[src/rtl/seg_map_pkg.sv]
package seg_map_pkg;
   localparam int ADDR_W = 17;
   localparam int SEG_W  = 3;
   localparam int CORE_W = 6;
   localparam int REG_W  = 8;
   localparam int DATA_W = 32;

   typedef enum logic [SEG_W-1:0] {
      SEG_HASH   = 3'd0,
      SEG_RNG    = 3'd1,
      SEG_CIPHER = 3'd2
   } seg_e;

   typedef struct packed {
      logic [SEG_W-1:0]  seg;
      logic [CORE_W-1:0] core;
      logic [REG_W-1:0]  regs;
   } word_addr_t;
endpackage

[src/rtl/seg_map_bank.sv]
module seg_map_bank
   import seg_map_pkg::*;
#(
   parameter int                      NUM_RO  = 2,
   parameter logic [NUM_RO*DATA_W-1:0] RO_VALS = '0
) (
   input  logic              clk,
   input  logic              rst,
   input  logic              wr,
   input  logic [REG_W-1:0]  reg_off,
   input  logic [DATA_W-1:0] wdata,
   output logic [DATA_W-1:0] rdata
);
   localparam logic [REG_W-1:0] SCRATCH_IDX = REG_W'(NUM_RO);

   logic [DATA_W-1:0] scratch_q;

   always_ff @(posedge clk) begin
      if (rst)
         scratch_q <= '0;
      else if (wr && reg_off == SCRATCH_IDX)
         scratch_q <= wdata;
   end

   always_comb begin
      rdata = '0;
      for (int i = 0; i < NUM_RO; i++)
         if (reg_off == REG_W'(i))
            rdata = RO_VALS[i*DATA_W +: DATA_W];
      if (reg_off == SCRATCH_IDX)
         rdata = scratch_q;
   end
endmodule

[src/rtl/seg_map_hash_sel.sv]
module seg_map_hash_sel
   import seg_map_pkg::*;
#(
   parameter int                  NUM_HASH = 3,
   parameter logic [NUM_HASH-1:0] HASH_EN  = '1
) (
   input  logic                       seg_hit,
   input  logic [CORE_W-1:0]          core,
   input  logic                       wr,
   input  logic                       rd,
   input  logic [NUM_HASH*DATA_W-1:0] slot_rdata,
   output logic [NUM_HASH-1:0]        slot_wr,
   output logic [NUM_HASH-1:0]        slot_rd,
   output logic                       glob_hit,
   output logic [DATA_W-1:0]          rdata
);
   logic [NUM_HASH-1:0] slot_hit;

   assign glob_hit = seg_hit && (core == '0);

   for (genvar i = 0; i < NUM_HASH; i++) begin : g_slot
      if (HASH_EN[i]) begin : g_on
         assign slot_hit[i] = seg_hit && (core == CORE_W'(i + 1));
      end else begin : g_off
         assign slot_hit[i] = 1'b0;
      end
      assign slot_wr[i] = slot_hit[i] && wr;
      assign slot_rd[i] = slot_hit[i] && rd;
   end

   always_comb begin
      rdata = '0;
      for (int i = 0; i < NUM_HASH; i++)
         rdata = rdata | ({DATA_W{slot_hit[i]}} & slot_rdata[i*DATA_W +: DATA_W]);
   end
endmodule

[src/rtl/seg_map_top.sv]
module seg_map_top
   import seg_map_pkg::*;
#(
   parameter int                  NUM_HASH   = 3,
   parameter logic [NUM_HASH-1:0] HASH_EN    = 3'b101,
   parameter bit                  RNG_EN     = 1'b1,
   parameter bit                  CIPHER_EN  = 1'b1,
   parameter logic [DATA_W-1:0]   BOARD_TYPE = 32'h0000_B0A7,
   parameter logic [DATA_W-1:0]   VERSION    = 32'h0001_0203,
   parameter logic [DATA_W-1:0]   RNG_ID     = 32'hA5A5_0001,
   parameter logic [DATA_W-1:0]   CIPHER_ID  = 32'hC1C1_0002
) (
   input  logic                       clk,
   input  logic                       rst,
   input  logic [ADDR_W-1:0]          bus_addr,
   input  logic                       bus_wr,
   input  logic                       bus_rd,
   input  logic [DATA_W-1:0]          bus_wdata,
   output logic [DATA_W-1:0]          bus_rdata,
   output logic [NUM_HASH-1:0]        hash_wr,
   output logic [NUM_HASH-1:0]        hash_rd,
   output logic [REG_W-1:0]           hash_reg,
   output logic [DATA_W-1:0]          hash_wdata,
   input  logic [NUM_HASH*DATA_W-1:0] hash_rdata
);
   if (SEG_W + CORE_W + REG_W != ADDR_W) begin : g_bad_split
      $error("address fields do not add up to the word address width");
   end
   if (NUM_HASH < 1 || NUM_HASH > (1 << CORE_W) - 1) begin : g_bad_count
      $error("NUM_HASH must fit in the core field beside the global bank");
   end

   word_addr_t        a;
   logic              hit_hash, rng_hit, cip_hit, glob_hit;
   logic [DATA_W-1:0] glob_rd, rng_rd, cip_rd, slots_rd, next_rd;

   assign a        = word_addr_t'(bus_addr);
   assign hit_hash = (a.seg == SEG_HASH);
   assign rng_hit  = RNG_EN    && (a.seg == SEG_RNG)    && (a.core == '0);
   assign cip_hit  = CIPHER_EN && (a.seg == SEG_CIPHER) && (a.core == '0);

   seg_map_hash_sel #(.NUM_HASH(NUM_HASH), .HASH_EN(HASH_EN)) u_hash (
      .seg_hit   (hit_hash),
      .core      (a.core),
      .wr        (bus_wr),
      .rd        (bus_rd),
      .slot_rdata(hash_rdata),
      .slot_wr   (hash_wr),
      .slot_rd   (hash_rd),
      .glob_hit  (glob_hit),
      .rdata     (slots_rd)
   );

   seg_map_bank #(.NUM_RO(2), .RO_VALS({VERSION, BOARD_TYPE})) u_glob (
      .clk(clk), .rst(rst), .wr(bus_wr && glob_hit), .reg_off(a.regs),
      .wdata(bus_wdata), .rdata(glob_rd)
   );

   seg_map_bank #(.NUM_RO(1), .RO_VALS(RNG_ID)) u_rng (
      .clk(clk), .rst(rst), .wr(bus_wr && rng_hit), .reg_off(a.regs),
      .wdata(bus_wdata), .rdata(rng_rd)
   );

   seg_map_bank #(.NUM_RO(1), .RO_VALS(CIPHER_ID)) u_cip (
      .clk(clk), .rst(rst), .wr(bus_wr && cip_hit), .reg_off(a.regs),
      .wdata(bus_wdata), .rdata(cip_rd)
   );

   assign next_rd = slots_rd
                  | ({DATA_W{glob_hit}} & glob_rd)
                  | ({DATA_W{rng_hit}}  & rng_rd)
                  | ({DATA_W{cip_hit}}  & cip_rd);

   always_ff @(posedge clk) begin
      if (rst)
         bus_rdata <= '0;
      else if (bus_rd)
         bus_rdata <= next_rd;
   end

   assign hash_reg   = a.regs;
   assign hash_wdata = bus_wdata;
endmodule

[config.mk]
export PLATFORM = sky130hd
export DESIGN_NAME = seg_map_top
export DESIGN_NICKNAME = d
export VERILOG_FILES = /design/src/rtl/seg_map_pkg.sv /design/src/rtl/seg_map_bank.sv /design/src/rtl/seg_map_hash_sel.sv /design/src/rtl/seg_map_top.sv
export SDC_FILE = /design/constraint.sdc
export NUM_CORES = 1
export LEC_CHECK = 0
export BUFFER_PORTS_ARGS = -buffer_cell sky130_fd_sc_hd__buf_2
export CORE_MARGIN = 2
export CORE_UTILIZATION = 40
export CTS_CLUSTER_SIZE = 40
export DETAILED_ROUTE_END_ITERATION = 10
export PLACE_DENSITY_LB_ADDON = 0.05
export RECOVER_POWER = 100
export SLEW_MARGIN = 20
export SYNTH_ARGS = -nofsm -noshare
export SYNTH_HDL_FRONTEND = slang
export SYNTH_SLANG_ARGS = --single-unit
[constraint.sdc]
create_clock -name clk -period 3.4 [get_ports clk]
set_clock_uncertainty 0.05 [all_clocks]
set_input_delay 0.34 -clock clk [delete_from_list [all_inputs] [get_ports clk]]
set_output_delay 0.34 -clock clk [all_outputs]
set_load 0.005 [all_outputs]
==> impl_results.md, run 1 <==
* Post-Syn Area at 0.00613 mm^2
* Final Setup Violations at 0
* Synth Warn # at 0
* Top area cells in the synthesized netlist: dfxtp_1 (42%), nand2_1 (13%), a21oi_1 (8.2%)
* Critical Path Start: bus_addr[1]
* CP Class: input port to flip-flop
* # fillers at 1,512
* RSZ-0062 raised after global routing: false
* Combinational share of power at 0.082
* Post-synth top area share at 0.418
* Clock network fraction of total power at 0.492
* Seq pwr share at 0.426
* Antenna Nets Post-Route at 0
* Tcrit/Tclk final at 0.790
* Area leader, netlist: dfxtp_1
* Clock sinks at 128
* Worst Hold Launch: bus_wdata[20]
* Core area at 0.0151 mm^2
* Clk root buf: clkbuf_16
* Post-layout nets at 1,069
* Status: finished, violations left
* Final slew viol count at 54
* Cell family with the largest share of critical-path delay: buffers and inverters
* Total CTS buffers at 17
* Hold-fix buffers at CTS at 0
* Cells on Worst Hold Path at 3
* Crit path top cell by count: clkbuf_1
* Die W at 128 um
* Synth Instances at 790
* Ant diodes at 0
* Dominant synthesized flop cell: dfxtp_1
* Largest net degree at the start of global routing at 78
* Static Leak at 2.74 nW
* Worst Path Required at 3690 ps
* Final critical-path required period at 2680 ps
* Critical Path Sink: u_cip.scratch_q[6]
* Worst path buffer plus inverter count at 2
* H-tree Lvls at 4
* Post-synthesis sequential area ratio at 0.418
* Synth Register Bits at 128
* Slowest CP cell: clkbuf_1
* Max_slew headroom at -0.145
* TNS Setup at 0 ps
* Failing checks: max-capacitance violations, max-slew violations
* Type of destination of the critical path: flip-flop
* R2r worst-path depth at 4
* PwrDens at 486 mW/mm^2
* Highest clock rate at 372 MHz
* Num ports at 227
* Sw frac at 0.234
* Crit start category: input port
* Vias in the first global route at 5,779
* CTS Buffer Depth at 2
* Die height at 128 um
* NetSw at 0.842 mW
* Post-CTS Resized at 0
* Port bufs at 192
* Post-CTS setup buffer count at 0
* Post-DR vias/cell at 5.41
* Final GP Congestion at 0.836
* Worst Tran Pin Value at 1720 ps
* Rows at 45
* Critical R2R Capture: bus_rdata[10]
* First-pass GRT wire length at 30.3 mm
* Initial DRT Pass Iterations at 5
* Critical path arrival at 2970 ps
* TritonCTS clock tree: done
* Routed len/inst at 17.5 um
* Initial antenna violation count at 0
* GR Util All Layers at 0.239
* Final Hold Viols at 0
* DRC viols at 0
* Initial drt markers at 498
* Post-route insts no fill at 1,121
* P&R area growth vs syn at 20.7%
* Post-synth EDFFs at 0
* Initial core utilization at 0.406
* Crit-path cells: clkbuf_1 > nor4b_1 > and4_1 > nand3_1 > clkbuf_1 > nand2_1 > a21oi_1
* Crit path depth at 7
* Global route overflow at 0
* Synth cell types at 42
* Post-synth ARST share at 0
* Crit path largest cell delay at 1270 ps
* Worst-path fanout max at 27
* Syn Area/Cell at 7.76 um^2
* Die area at 0.0163 mm^2
* Post-detailed-routing wire length at 19.7 mm
* Clk slew on worst S/H paths at 60 ps
* Proportion of layout cells with a drive suffix above 1 at 0.207
* Internal cell power at 2.75 mW
* Register-to-register setup slack at 2200 ps
* Placed Cells at 1,089
* Vias at 6,070
* HP Class: input port to flip-flop
* Clock latency reported for the late side of the worst-skew pair at 410 ps
* Maximum capacitance violations at 2
* HPWL Detailed at 13.2 mm
* VDD IR max at 0.366 mV
* Crit Reg-Reg Startpoint: u_cip.scratch_q[10]
registers in the layout, indices dropped and copies added, names as in the netlist:
register	flops
u_glob.scratch_q	32
u_rng.scratch_q	32
bus_rdata	32
u_cip.scratch_q	32
synthesized netlist by cell type (all sizes together) (2+ instances only):
library cell / n
o21ai: 42
a21boi: 2
a22oi: 18
buf: 62
and4: 4
a211oi: 20
nor2: 34
and3: 5
a311oi: 2
nand2b: 3
o21bai: 9
a31oi: 18
nand3: 2
nand4: 5
mux2i: 32
dfxtp: 128
nor3: 32
clkbuf: 40
a21oi: 100
a221oi: 6
nor4: 4
o31ai: 2
nand2: 205
nor2b: 4
or2: 3
o211ai: 2
metal layers:
layer | up-vias | GRT usage | share of wire
met5 | - | 0 | 0
met4 | 0 | 0.0653 | 0.013
met3 | 18 | 0.0467 | 0.053
met2 | 214 | 0.417 | 0.49
met1 | 2873 | 0.301 | 0.45
li1 | 2965 | - | -
worst register-to-register path, cell delays in order, from the launching register on:
cell and delay (ps):
dfxtp_1 310, a22oi_1 180, nor3_1 70, a211oi_1 340
nor3_1 100
cell type report:
cell class | count | area (um^2) | area share
clock buffers | 21 | 460 | 0.0622
multi-input cells | 561 | 2990 | 0.404
repair buffers | 212 | 1040 | 0.140
well taps | 188 | 235 | 0.0318
flip-flops and latches | 128 | 2560 | 0.346
clock inverters | 11 | 114 | 0.0154
how the worst min path moves through the flow:
stage | slack (ps) | end
floorplan | 380 | u_cip.scratch_q[16]
global placement | 380 | u_cip.scratch_q[16]
detailed placement | 390 | u_rng.scratch_q[29]
CTS | 140 | u_rng.scratch_q[30]
global route | 140 | u_glob.scratch_q[15]
finish | 150 | u_glob.scratch_q[20]
metrics by stage:
stage | utilization | total power, mW | setup WS (ps) | area, um^2 | hold WS [ps]
after floorplan | - | 1.73 | 1450 | 6130 | 377
after global placement | 0.460 | 1.86 | 860 | 6940 | 383
after detailed placement | 0.460 | 1.87 | 834 | 6940 | 390
after CTS | 0.498 | 3.63 | 1250 | 7520 | 139
final | 0.490 | 3.59 | 715 | 7400 | 153
after global routing | 0.490 | 3.73 | 582 | 7400 | 142
cell usage in the layout (no fill, tap or decap), drive strengths merged, types with 3 or more instances in the layout:
cell / count
nand4: 5
a221oi: 6
a31oi: 18
clkinv: 7
buf: 149
nor2b: 4
or2: 3
dfxtp: 128
nand2: 205
nor3: 32
nor2: 34
a22oi: 18
mux2i: 32
o21bai: 9
clkbuf: 84
and3: 5
nand2b: 3
a21oi: 100
o21ai: 42
and4: 4
nor4: 4
a211oi: 20
power groups by stage:
stage,Clock [mW],Sequential [mW],Combinational (mW)
2_1_floorplan,0,1.56,0.166
3_3_place_gp,0,1.56,0.303
3_5_place_dp,0,1.56,0.307
4_1_cts,1.79,1.53,0.309
5_1_grt,1.87,1.53,0.328
6_report,1.77,1.53,0.296
cell families after synthesis:
kind of cell,Yosys count,share of synthesized area
AND/OR/NAND/NOR,305,0.222
buffers and inverters,102,0.0931
multiplexers,32,0.0523
flip-flops,128,0.418
AO/OA/AOI/OAI,222,0.214
other,1,0.000612
No activity file was read; power rests on OpenSTA's default activity.
==> inputs of run 2 (changes only) <==
- ABC_AREA: not set -> 1
- clock period: 3.4 -> 2.2 ns (I/O delays scaled with it)
==> run 2 against run 1 <==
  * Cell area increased by 8.4%
  * Critical path depth rose by 2
  * Final cell count rose by 18%
  * The flow now finishes without violations
  * Clock-buffer cell count unchanged
  * Clock power grew 63%
  * Die area up 7.3%
  * Largest cell class unchanged
==> impl_results.md, run 2 <==
* DRC viols at 0 (unchanged)
* Synth cell types at 23 (-45%)
* Crit path depth at 9 (+2)
* R2r worst-path depth at 6 (+2)
* Top area cells in the synthesized netlist: dfxtp_1 (39%), nand3_1 (11%), o21ai_0 (8.6%)
* Pre-CTS WS at 221 ps (-613 ps)
* Status: finished clean
* Highest clock rate at 547 MHz
* Clock latency reported for the late side of the worst-skew pair at 420 ps (about the same)
* HP Class: input port to flip-flop
* Initial antenna violation count at 0 (unchanged)
* Antenna Nets Post-Route at 0 (unchanged)
* Area leader, netlist: dfxtp_1
* # fillers at 1,762 (+17%)
* Final Hold Viols at 0 (unchanged)
* Post-CTS Resized at 0 (unchanged)
* Cells on Worst Hold Path at 3 (unchanged)
* H-tree Lvls at 4 (unchanged)
* Die W at 132 um (+3.6%)
* Worst Hold Launch: bus_wdata[10]
* Post-layout nets at 1,244 (+16%)
* Die height at 132 um (+3.6%)
* Final Worst Setup Slack at 373 ps (-342 ps)
* Post-synth top cells: nand3_1 (146), dfxtp_1 (128), nor2_1 (113), o21ai_0 (113), a21oi_1 (111)
* Placed cell area at 0.00753 mm^2 (+8.4%)
* Synth Register Bits at 128 (unchanged)
* Post-CTS setup buffer count at 0 (unchanged)
* GR Util All Layers at 0.235 (-0.00366)
* Global route overflow at 0 (unchanged)
* Finished layout cell area at 0.00802 mm^2 (+8.4%)
* Register-to-register setup slack at 1140 ps (-1060 ps)
* Worst Path Required at 2440 ps (-1250 ps)
* CP Class: input port to flip-flop
* Core area at 0.0160 mm^2 (+6.0%)
* Final Setup Violations at 0 (unchanged)
* Final critical-path required period at 1830 ps
* Type of destination of the critical path: flip-flop
* P&R area growth vs syn at 21.6%
* Vias in the first global route at 6,014 (+4.1%)
* Critical R2R Capture: bus_rdata[26]
* Static Leak at 3.31 nW (+21%)
* Slowest CP cell: clkbuf_4
* Critical path arrival at 2070 ps (-900 ps)
* Clock sinks at 128 (unchanged)
* Hold slack at 43.7 ps (-110 ps)
* Overall Power at 5.67 mW (+58%)
* Largest net degree at the start of global routing at 65 (-17%)
* Crit-path cells: buf_2 > nor2_1 > nand3_4 > nor2_4 > clkbuf_4 > nand2_2 > buf_4 > o21ai_0 > a21oi_1
* Worst path buffer plus inverter count at 3 (+1)
* Clk slew on worst S/H paths at 60 ps (about the same)
* Final slew viol count at 0 (-100%)
* Post-Syn Area at 0.00659 mm^2 (+7.5%)
* Max_slew headroom at 0.570 (+0.715)
* Ant diodes at 0 (unchanged)
* First-pass GRT wire length at 32.7 mm (+8.0%)
* Initial drt markers at 452 (-9.2%)
* TNS Setup at 0 ps (unchanged)
* Post-DR vias/cell at 4.91 (-9.3%)
* Commonest cells after routing, fill and taps aside: nand3_1 (147), o21ai_0 (133), buf_2 (132), dfxtp_1 (128), nor2_1 (114)
* RSZ-0062 raised after global routing: false
* CTS Buffer Depth at 2 (unchanged)
* Num ports at 227 (unchanged)
* TritonCTS clock tree: done
* Post-synth EDFFs at 0 (unchanged)
* Maximum capacitance violations at 0 (-2)
* VDD IR max at 0.486 mV (+33%)
* Port bufs at 192 (unchanged)
* Initial core utilization at 0.412 (+0.00557)
* Synth Instances at 962 (+22%)
* Initial DRT Pass Iterations at 5 (unchanged)
* Worst-path fanout max at 51 (+89%)
* Vias at 6,500 (+7.1%)
* Final GP Congestion at 0.796 (-4.8%)
* Crit Reg-Reg Startpoint: u_rng.scratch_q[26]
* Worst Tran Pin Value at 644 ps (-1070 ps)
* Clk root buf: clkbuf_16
* Cell family with the largest share of critical-path delay: buffers and inverters
* Die area at 0.0175 mm^2 (+7.3%)
* Post-synthesis sequential area ratio at 0.389 (-0.0291)
* Proportion of layout cells with a drive suffix above 1 at 0.192 (-0.0146)
* Routed len/inst at 15.3 um (-13%)
* Rows at 46 (+2.2%)
* HPWL Detailed at 14.2 mm (+7.2%)
* Crit path largest cell delay at 530 ps (-740 ps)
* Crit start category: input port
* Leading cell type in the layout, fill and taps excluded: nand3_1
* Post-synth ARST share at 0 (unchanged)
* Hold Path End: u_cip.scratch_q[10]
* Dominant synthesized flop cell: dfxtp_1
* Tcrit/Tclk final at 0.830
* Synth Warn # at 0 (unchanged)
* Total CTS buffers at 17 (unchanged)
* Syn Area/Cell at 6.85 um^2 (-12%)
* Hold-fix buffers at CTS at 0 (unchanged)
* PwrDens at 707 mW/mm^2 (+46%)
* Post-detailed-routing wire length at 20.2 mm (+2.8%)
* Post-synth top area share at 0.389 (-0.0291)
* Count leader, synth: nand3_1
==> run 2: changes by cell type after synthesis, moves of 20 or more <==
| cell | change |
|---|---|
| nor3_1 | -29 |
| nand2_1 | -108 |
| nor2_1 | +79 |
| a211oi_1 | -20 |
| inv_1 | +86 |
| o21ai_0 | +71 |
| mux2i_1 | -32 |
| o21ai_1 | +26 |
| nand3_1 | +144 |
==> run 2: worst max-delay path by stage <==
stage,from,endpoint,slack [ps]
finish,bus_addr[13],u_cip.scratch_q[22],370
global route,bus_addr[13],u_glob.scratch_q[7],230
CTS,bus_addr[13],hash_wr[0],540
detailed placement,bus_addr[4],bus_rdata[20],220
global placement,bus_addr[2],bus_rdata[17],240
floorplan,bus_addr[2],u_rng.scratch_q[23],830
==> run 2: metal layers <==
| metal | wire length, um | global-route usage | vias up | share of wire |
|---|---|---|---|---|
| met5 | 0 | 0 | - | 0 |
| met4 | 286 | 0.0771 | 0 | 0.014 |
| met3 | 1380 | 0.0481 | 24 | 0.068 |
| met2 | 8170 | 0.327 | 227 | 0.40 |
| met1 | 10400 | 0.358 | 2851 | 0.51 |
| li1 | - | - | 3398 | - |
==> run 2: power breakdown <==
part / switching, mW / total (mW) / internal [mW]
sequential: 0.0139 / 2.36 / 2.35
combinational: 0.249 / 0.426 / 0.177
clock: 1.02 / 2.88 / 1.86
total: 1.29 / 5.67 / 4.38
==> run 2: cell type report <==
| class | instances | area [um^2] | share of cell area |
|---|---|---|---|
| multi-input combinational | 636 | 3050 | 0.380 |
| tap | 216 | 270 | 0.0337 |
| clock buffer | 21 | 470 | 0.0587 |
| inverter | 89 | 334 | 0.0417 |
| sequential | 128 | 2560 | 0.320 |
| clock inverter | 11 | 136 | 0.0170 |
| timing repair buffer | 223 | 1200 | 0.149 |
==> run 2: kinds of logic after synthesis <==
group / after synthesis / share of synthesized area
flops: 128 / 0.389
buf+inv: 199 / 0.147
compound gates: 258 / 0.199
other cells: 1 / 0.000569
simple gates: 376 / 0.265
==> run 2: worst register-to-register path, cell delays in order (launching register included) <==
cell	delay, ps
dfxtp_1	290
inv_1	70
nand3_1	80
nand3_1	110
nand3_1	180
nor2_1	140
nor2_1	40
==> run 2: through the flow <==
| step | util | cells |
|---|---|---|
| floorplan | - | 963 |
| CTS | 0.508 | 1324 |
| global route | 0.501 | 1324 |
| detailed placement | 0.470 | 1292 |
| finish | 0.501 | 1324 |
| global placement | 0.470 | 1292 |
==> inputs of run 3 (changes only) <==
- clock period: 2.2 -> 1.9 ns (I/O delays scaled with it)
==> run 3 against run 2 <==
  * Global-route usage decreased by 0.25 points
  * Power rose by 14%
  * Core utilization grew 1.3 points
  * Critical path depth rose by 1
  * Worst hold slack got worse by 34 ps
  * Flip-flop and latch count unchanged
  * Die area stayed put
  * Clock power up 12%
  * Sequential share of layout area decreased by 0.80 points
  * Highest routed layer unchanged
==> impl_results.md, run 3 (synthesis gave the netlist of run 2 again) <==
* Slowest CP cell: nor2_1
* VDD IR max at 0.627 mV (+29%)
* Hold slack at 9.72 ps (-33.9 ps)
* Crit start category: input port
* Worst Path Required at 2220 ps (-220 ps)
* HPWL Detailed at 14.7 mm (+3.3%)
* Leading cell type in the layout, fill and taps excluded: nand3_1
* Ant diodes at 0 (unchanged)
* Placed cell area at 0.00776 mm^2 (+3.2%)
* Critical path arrival at 2060 ps (about the same)
* Largest net degree at the start of global routing at 49 (-25%)
* Vias at 6,568 (+1.0%)
* Hold Path End: u_cip.scratch_q[10]
* Port bufs at 192 (unchanged)
* Die area at 0.0175 mm^2 (unchanged)
* Core area at 0.0160 mm^2 (unchanged)
* Max_slew headroom at 0.493 (-0.0771)
* H-tree Lvls at 4 (unchanged)
* Clock sinks at 128 (unchanged)
* CTS Buffer Depth at 2 (unchanged)
* Final Setup Violations at 0 (unchanged)
* Clock latency reported for the late side of the worst-skew pair at 430 ps (about the same)
* Final GP Congestion at 0.788 (-1.0%)
* Pre-CTS WS at 69.9 ps (-151 ps)
* Maximum capacitance violations at 0 (unchanged)
* Critical R2R Capture: bus_rdata[26]
* Overall Power at 6.47 mW (+14%)
* TNS Setup at 0 ps (unchanged)
* Crit path top cell by count: nor2_1
* Die height at 132 um (unchanged)
* Num ports at 227 (unchanged)
* TritonCTS clock tree: done
* PwrDens at 788 mW/mm^2 (+11%)
* Worst Tran Pin Value at 760 ps (+116 ps)
* Commonest cells after routing, fill and taps aside: nand3_1 (146), buf_2 (134), dfxtp_1 (128), nor2_1 (114), o21ai_0 (113)
* RSZ-0062 raised after global routing: false
* DRC viols at 0 (unchanged)
* Status: finished clean
* Cell family with the largest share of critical-path delay: simple AND/OR/NAND/NOR gates
* Post-CTS setup buffer count at 0 (unchanged)
* Crit Reg-Reg Startpoint: u_rng.scratch_q[26]
* # fillers at 1,790 (+1.6%)
* Initial drt markers at 348 (-23%)
* Post-DR vias/cell at 4.88 (-0.61%)
* Final critical-path required period at 1740 ps
* Crit path largest cell delay at 540 ps (about the same)
* Antenna Nets Post-Route at 0 (unchanged)
* Proportion of layout cells with a drive suffix above 1 at 0.206 (+0.0140)
* Tcrit/Tclk final at 0.917
* First-pass GRT wire length at 31.9 mm (-2.4%)
* Global route overflow at 0 (unchanged)
* CP Class: input port to flip-flop
* Register-to-register setup slack at 850 ps (-290 ps)
* Die W at 132 um (unchanged)
* Worst Hold Launch: bus_wdata[10]
* R2r worst-path depth at 6 (unchanged)
* Initial antenna violation count at 0 (unchanged)
* P&R area growth vs syn at 24.8%
* Total CTS buffers at 17 (unchanged)
* Cells on Worst Hold Path at 3 (unchanged)
* Worst-path fanout max at 7 (-86%)
* Type of destination of the critical path: flip-flop
* GR Util All Layers at 0.233 (-0.00249)
* Post-route insts no fill at 1,346 (+1.7%)
* Routed len/inst at 15.3 um (+0.36%)
* Fin util at 0.514 (+0.0128)
* Finished layout cell area at 0.00822 mm^2 (+2.6%)
* Initial core utilization at 0.412 (unchanged)
* Vias in the first global route at 5,766 (-4.1%)
* Initial DRT Pass Iterations at 5 (unchanged)
* Post-layout nets at 1,266 (+1.8%)
* Clk slew on worst S/H paths at 60 ps (about the same)
* Crit-path cells: buf_2 > nor2_2 > nand3_4 > buf_12 > nor2_1 > buf_4 > nand3_1 > nand3_1 > nor2_1 > nor2_1
* Rows at 46 (unchanged)
* Final Worst Setup Slack at 157 ps (-216 ps)
* Placed Cells at 1,312 (+1.5%)
* Clk root buf: clkbuf_16
* Post-CTS Resized at 0 (unchanged)
* Highest clock rate at 574 MHz
* Static Leak at 3.40 nW (+2.8%)
* Final slew viol count at 0 (unchanged)
* Final Hold Viols at 0 (unchanged)
* HP Class: input port to flip-flop
* Post-detailed-routing wire length at 20.6 mm (+2.0%)
* Worst path buffer plus inverter count at 3 (unchanged)
## run 3: how the worst max path moves through the flow
stage                            start             endpoint  slack, ps  cells after the start
after floorplan            bus_addr[2]  u_rng.scratch_q[23]        560                      9
after global placement    bus_addr[13]  u_cip.scratch_q[16]        100                     10
after detailed placement   bus_addr[0]        bus_rdata[10]         70                     11
after CTS                 bus_addr[15]           hash_rd[0]        250                      9
after global routing      bus_addr[13]        bus_rdata[27]         80                     10
final                     bus_addr[13]        bus_rdata[27]        160                     10
## run 3: layout make-up
class | instances | area, um^2 | share of cell area
well taps | 216 | 270 | 0.0329
repair buffers | 245 | 1440 | 0.175
multi-input cells | 636 | 3030 | 0.369
inverters | 89 | 334 | 0.0406
clock buffers | 22 | 474 | 0.0577
flip-flops and latches | 128 | 2560 | 0.312
clock inverters | 10 | 109 | 0.0132
## run 3: tightest hold or removal path, stage by stage
cell,delay (ps)
buf_2,120
o21ai_1,70
nor2_1,70
## run 3: power by group
part / leakage (nW) / switching (mW) / internal (mW)
combinational: 2.08 / 0.293 / 0.223
sequential: 1.04 / 0.0144 / 2.72
clock: 0.286 / 1.20 / 2.02
## run 3: routing by layer
metal | vias up | routed length [um] | track usage
met1 | 2927 | 10700 | 0.352
met4 | 0 | 193 | 0.0556
met5 | - | 0 | 0
li1 | 3444 | - | -
met2 | 184 | 8570 | 0.334
met3 | 13 | 1190 | 0.0504
## run 3: timing repair
item	4_1_cts	5_1_grt
hold buffers	2	0
endpoints found under the hold margin	2	0
setup endpoints to repair	0	0
